$ cat src/rtl/csel_ram.sv
module csel_ram #(
  parameter int ROW_BITS = 2,
  parameter int COL_BITS = 2
) (
  input  logic                         clk,
  input  logic                         rst_n,
  input  logic [ROW_BITS+COL_BITS-1:0] addr,
  input  logic                         din,
  input  logic                         wr,
  input  logic                         cs,
  output logic                         dout,
  output logic                         dout_en
);
  localparam int ROWS  = 1 << ROW_BITS;
  localparam int COLS  = 1 << COL_BITS;
  localparam int CELLS = ROWS * COLS;

  logic [ROW_BITS-1:0] row_idx;
  logic [COL_BITS-1:0] col_idx;
  logic [ROWS-1:0]     row_sel;
  logic [COLS-1:0]     col_sel;
  logic [CELLS-1:0]    cells;
  logic [COLS-1:0]     col_rd;

  assign row_idx = addr[ROW_BITS+COL_BITS-1:COL_BITS];
  assign col_idx = addr[COL_BITS-1:0];

  genvar r, c;
  generate
    for (r = 0; r < ROWS; r++) begin : g_rowdec
      assign row_sel[r] = (row_idx == ROW_BITS'(r));
    end
    for (c = 0; c < COLS; c++) begin : g_coldec
      assign col_sel[c] = cs && (col_idx == COL_BITS'(c));
    end

    for (c = 0; c < COLS; c++) begin : g_col
      logic [ROWS-1:0] bitline;
      for (r = 0; r < ROWS; r++) begin : g_cell
        assign bitline[r] = cells[r*COLS+c];
        always_ff @(posedge clk or negedge rst_n) begin
          if (!rst_n)
            cells[r*COLS+c] <= 1'b0;
          else if (col_sel[c] && row_sel[r] && wr)
            cells[r*COLS+c] <= din;
        end
      end
      assign col_rd[c] = col_sel[c] && !wr && |(bitline & row_sel);
    end
  endgenerate

  assign dout_en = cs && !wr;
  assign dout    = |col_rd;
endmodule


$ cat config.mk
export PLATFORM = sky130hd
export DESIGN_NAME = csel_ram
export DESIGN_NICKNAME = d
export VERILOG_FILES = /design/src/rtl/csel_ram.sv
export SDC_FILE = /design/constraint.sdc
export NUM_CORES = 1
export LEC_CHECK = 0
export ABC_CLOCK_PERIOD_IN_PS = 1600
export BUFFER_PORTS_ARGS = -buffer_cell sky130_fd_sc_hd__buf_2
export CAP_MARGIN = 10
export CELL_PAD_IN_SITES_DETAIL_PLACEMENT = 1
export CELL_PAD_IN_SITES_GLOBAL_PLACEMENT = 2
export CORE_MARGIN = 3
export CORE_UTILIZATION = 35
export DETAILED_ROUTE_END_ITERATION = 8
export PLACE_DENSITY = 0.81
export SYNTH_ARGS = -nofsm -noshare
export SYNTH_HDL_FRONTEND = slang
export SYNTH_SLANG_ARGS = --single-unit
$ cat constraint.sdc
create_clock -name clk -period 1.6 [get_ports clk]
set_clock_uncertainty 0.2 [all_clocks]
set_input_delay 0.16 -clock clk [delete_from_list [all_inputs] [get_ports clk]]
set_output_delay 0.16 -clock clk [all_outputs]
set_load 0.05 [all_outputs]
==> results.cfg, run 1 <==
[outcome]
status = finished with violations
violations = negative setup slack

[power_and_ir_drop]
p_sw_mw = 0.253
p_sw_share_pct = 27.0
power_frac_clock_pct = 22.4
max-vdd-ir-drop_uv = 564
internal_power_mw = 0.687
fin_total_pwr_mw = 0.940
p_seq_share_pct = 55.5
p_comb_share_pct = 22.1
p_leak_nw = 0.442
p_per_area_nw_per_um2 = 919

[synthesis]
synth_area_um2 = 877
synth-seq-area-share_pct = 45.6
syn_area_per_cell_um2 = 12.4
async_flop_share_pct = 100
synth_edf_count = 0
synth_nets = 80
synthDistinctLibCells = 20
synth_ff_type = dfrtp_1
ys_warn_count = 0
synthesis.instances = 71
ys_ff_latch = 16

[finish]
regMostFlops = cells
area_delta_synth_final_pct = 16.7
top_regs = cells: 16 flops
diodes = 0
mostFrequentLayoutCell = dfrtp_1
mostFrequentLayoutCells = dfrtp_1, nor2_1, mux2_2, buf_2, mux2_1
multi_input_area_um2 = 477
fill_cells = 247
final_util_pct = 44.6
regArea_um2 = 400
largest_reg_flops = 16
post_route_cells_drive_above_1_share_pct = 36.5
nNetsFinal = 96
final_cells = 113
postLayoutCellArea_um2 = 1020

[timing]
min_period_ns = 1.99
hold_viol_final = 0
setup_ws_ns = -0.388
slew_viol_final = 0
setup_violations = 1
final.period_utilization_pct = 124
slew_headroom_pct = 75.3
fmax_mhz = 503
timing.setup.tns_ns = -0.388
holdWs_ns = 0.110
worst_pin_slew_ns = 0.371
rsz0062_at_grt = true

[critical_path]
startpoint_type = flip-flop
r2r_cells = 1
worstPathArrival_ns = 1.63
cp_max_fo = 2
critPathKind = reg -> out
critical_path_required_ns = 1.24
cp-end-kind = output pin

[die]
initial_core_util_pct = 38.2
fp-row-count = 17
core_area_um2 = 2300
fp.dieW_um = 56.1
die_area_um2 = 3140
die_y_um = 56.1
io_pins = 11

[min_path]
hp-class = in -> async

[clock_network]
clock_latency_ns = 0.28
clkTransAtPathRegs_ns = 0.09
htree_levels = 1
numCtsBuffers = 3
tritoncts = yes
cts_buffer_depth = 2
post_cts_buffers = 0
cts_root_buf = clkbuf_4
cts.sinks = 16

[global_routing]
antenna_found_initial = 0
grt_max_degree = 17
grt_pass1_wl_mm = 3.36
grt_overflow = 0
first_global_vias = 703
grt_usage_pct = 13.7

[drt]
vias = 616
routed_wl_mm = 1.86
drc = 0
drt_iter0_markers = 1
drt-vias-per-instance = 5.45
wl_per_cell_um = 16.5
dr.pass1.iters = 4
antenna_left = 0

[job]
drv_cap = 0

[placement]
dp_cells = 109
place_congestion = 0.753
place_area_um2 = 985
portBuffers = 10
place_ws_ns = -0.172
dp_hpwl_mm = 1.41
## synth_stat cells (all sizes together), types with 2 or more instances
master | number | share of area, %
and3b | 2 | 2.0
buf | 2 | 1.9
dfrtp | 16 | 46
mux2 | 16 | 21
mux4 | 4 | 11
nand2 | 4 | 1.7
nand3 | 2 | 1.1
nand3b | 4 | 3.4
nor2 | 12 | 5.1
nor2b | 2 | 1.4
nor3b | 2 | 2.3
## routing by layer
layer	wire, µm	GRT usage (%)
met4	16	4.07
met2	858	22.5
met3	48	3.02
met1	935	18.0
met5	0	0
## area by class of cell
class	count	area share (%)
clock buffer	3	2.20
multi-input combinational	52	46.6
sequential	16	39.1
tap	28	3.42
timing repair buffer	14	8.68
## cell families (layout without fill, tap and decap cells)
group | Yosys count | count (layout) | synth area share, %
AND/OR/NAND/NOR | 30 | 30 | 18.8
multiplexers | 20 | 20 | 31.7
flip-flops | 16 | 16 | 45.6
buffers and inverters | 3 | 17 | 2.28
AO/OA/AOI/OAI | 2 | 2 | 1.57
## critical path, cell delays in order (launching register included)
cell and delay [ns]:
dfrtp_1 0.39, mux4_2 0.48, a22oi_2 0.21, a31oi_4 0.10, buf_6 0.16
## repair_timing
item,in CTS,in global routing
resized for setup,2,0
pin swaps,1,0
endpoints found under the hold margin,16,0
hold buffers,1,0
endpoints found under the setup margin,1,1
## power by group through the flow
stage	combinational [mW]	sequential, mW	clock, mW
after global placement	0.196	0.532	0
after detailed placement	0.204	0.532	0
after floorplan	0.153	0.513	0
after global routing	0.229	0.533	0.239
final	0.208	0.522	0.210
after CTS	0.210	0.523	0.216
## path summary, 6_finish.rpt
| kind | start | to | slack [ns] |
|---|---|---|---|
| setup / recovery | cells[14] | dout | -0.39 |
| hold / removal | rst_n | cells[0] | 0.11 |
| setup reg to reg | cells[1] | cells[1] | 0.61 |
| hold reg to reg | cells[8] | cells[8] | 0.30 |
| max in group asynchronous | rst_n | cells[15] | 0.82 |
| min in group clk | din | cells[8] | 0.11 |
(Power assumes the default switching activity.)
==> run 2: changes to the inputs <==
Settings changed: BUFFER_PORTS_ARGS -buffer_cell sky130_fd_sc_hd__buf_2 to not set, DONT_BUFFER_PORTS set to 1, GPL_TIMING_DRIVEN set to 1, PLACE_DENSITY 0.81 to 0.75, SKIP_LAST_GASP set to 1.
==> results.cfg, run 2 (same netlist as run 1, synthesis figures left out) <==
[clock_network]
cts.sinks = 16
tritoncts = yes
post_cts_buffers = 0
htree_levels = 1
cts_buffer_depth = 2
cts_root_buf = clkbuf_4
clock_latency_ns = 0.28
numCtsBuffers = 3
clkTransAtPathRegs_ns = 0.09

[finish]
largest_reg_flops = 16
postLayoutCellArea_um2 = 1000
fill_cells = 242
mostFrequentLayoutCells = dfrtp_1, nor2_1, mux2_2, mux2_1
top_regs = cells: 16 flops
area_delta_synth_final_pct = 14.4
final_util_pct = 43.7
post_route_cells_drive_above_1_share_pct = 26.0
regMostFlops = cells
diodes = 0
mostFrequentLayoutCell = dfrtp_1
nNetsFinal = 88

[timing]
hold_viol_final = 0
min_period_ns = 1.96
slew_headroom_pct = 50.3
setup_ws_ns = -0.361
rsz0062_at_grt = true
slew_viol_final = 0
setup_violations = 1
final.period_utilization_pct = 123
worst_pin_slew_ns = 0.743
fmax_mhz = 510

[power_and_ir_drop]
internal_power_mw = 0.681
p_comb_share_pct = 20.4
p_per_area_nw_per_um2 = 911
fin_total_pwr_mw = 0.914
p_seq_share_pct = 56.7
power_frac_clock_pct = 23.0
p_sw_mw = 0.233
p_leak_nw = 0.421
p_sw_share_pct = 25.5
max-vdd-ir-drop_uv = 434

[die]
core_area_um2 = 2300
die_y_um = 56.1
fp.dieW_um = 56.1
die_area_um2 = 3140
initial_core_util_pct = 38.2
fp-row-count = 17
io_pins = 11

[critical_path]
crit_family = multiplexers
critPathMaxStageDelay_ns = 0.49
path_cells = mux4_2, a22oi_2, a31oi_4
worstPathArrival_ns = 1.60
cp_slowest_cell = mux4_2
critPathKind = reg -> out
cp_max_fo = 2
critical_path_required_ns = 1.24
crit_buf_inv = 0
cp-end-kind = output pin
startpoint_type = flip-flop

[min_path]
hp-class = in -> reg

[drt]
drt-vias-per-instance = 5.50
wl_per_cell_um = 18.8
routed_wl_mm = 1.98
drc = 0
drt_iter0_markers = 14
vias = 577
antenna_left = 0
dr.pass1.iters = 4

[global_routing]
grt_pass1_wl_mm = 3.26
antenna_found_initial = 0
grt_usage_pct = 13.8
grt_max_degree = 17
first_global_vias = 638
grt_overflow = 0

[placement]
portBuffers = 0
dp_hpwl_mm = 1.44
place_congestion = 0.723
place_area_um2 = 920

[job]
drv_cap = 0

[outcome]
violations = negative setup slack
status = finished with violations
-- run 2: cell types whose count changed in the layout (fill, tap and decap cells not counted), sizes merged --
cell          before  now
buf               13    1
dlygate4sd3        1    4
dlymetal6s4s       0    1
-- run 2: path summary, 6_finish.rpt --
path	start	endpoint	slack [ns]	cells after the start
worst max register to register	cells[8]	cells[8]	0.61	1
worst min register to register	cells[12]	cells[12]	0.29	1
max in group asynchronous	rst_n	cells[0]	0.56	1
min in group asynchronous	rst_n	cells[9]	0.17	1
worst max-delay path	cells[14]	dout	-0.36	3
worst min-delay path	wr	cells[0]	0.05	3
-- run 2: final cells by class --
cell class / instances / area, µm² / area share [%]
clock buffers: 3 / 22.5 / 2.24
multi-input cells: 52 / 485 / 48.4
flip-flops and latches: 16 / 400 / 39.9
well taps: 28 / 35.0 / 3.49
repair buffers: 6 / 60.1 / 5.99
-- run 2: tightest hold or removal path, cell delays in order --
cell and delay [ns]:
nor3b_4 0.15, nand2_1 0.07, mux2_1 0.12
-- run 2: timing repair --
action / in CTS / in global routing
pin swaps: 0 / 2
endpoints found under the setup margin: 1 / 2
resized for setup: 0 / 3
endpoints found under the hold margin: 32 / 3
hold buffers: 4 / 1
-- run 2: stage by stage --
stage / std cells / worst slack, ns / setup TNS [ns] / hold WS, ns
after floorplan: 71 / 0.0109 / 0 / -0.336
after global placement: 97 / -0.0382 / -0.0382 / -0.335
after detailed placement: 97 / -0.0431 / -0.0431 / -0.335
after CTS: 104 / -0.371 / -0.374 / -0.0545
after global routing: 105 / -0.432 / -0.437 / 0.0624
final: 105 / -0.361 / -0.361 / 0.0485
-- run 2: power groups by stage --
| stage | logic (mW) | clock network [mW] | registers (mW) |
|---|---|---|---|
| final | 0.186 | 0.210 | 0.518 |
| after CTS | 0.185 | 0.222 | 0.520 |
| after global placement | 0.158 | 0 | 0.523 |
| after global routing | 0.205 | 0.238 | 0.529 |
| after detailed placement | 0.163 | 0 | 0.529 |
| after floorplan | 0.153 | 0 | 0.513 |
-- run 2: per-layer routing --
metal	GRT usage [%]	part of all wire (%)
met4	7.12	1.1
met1	17.9	46
met3	3.02	2.9
met5	0	0
met2	21.5	50
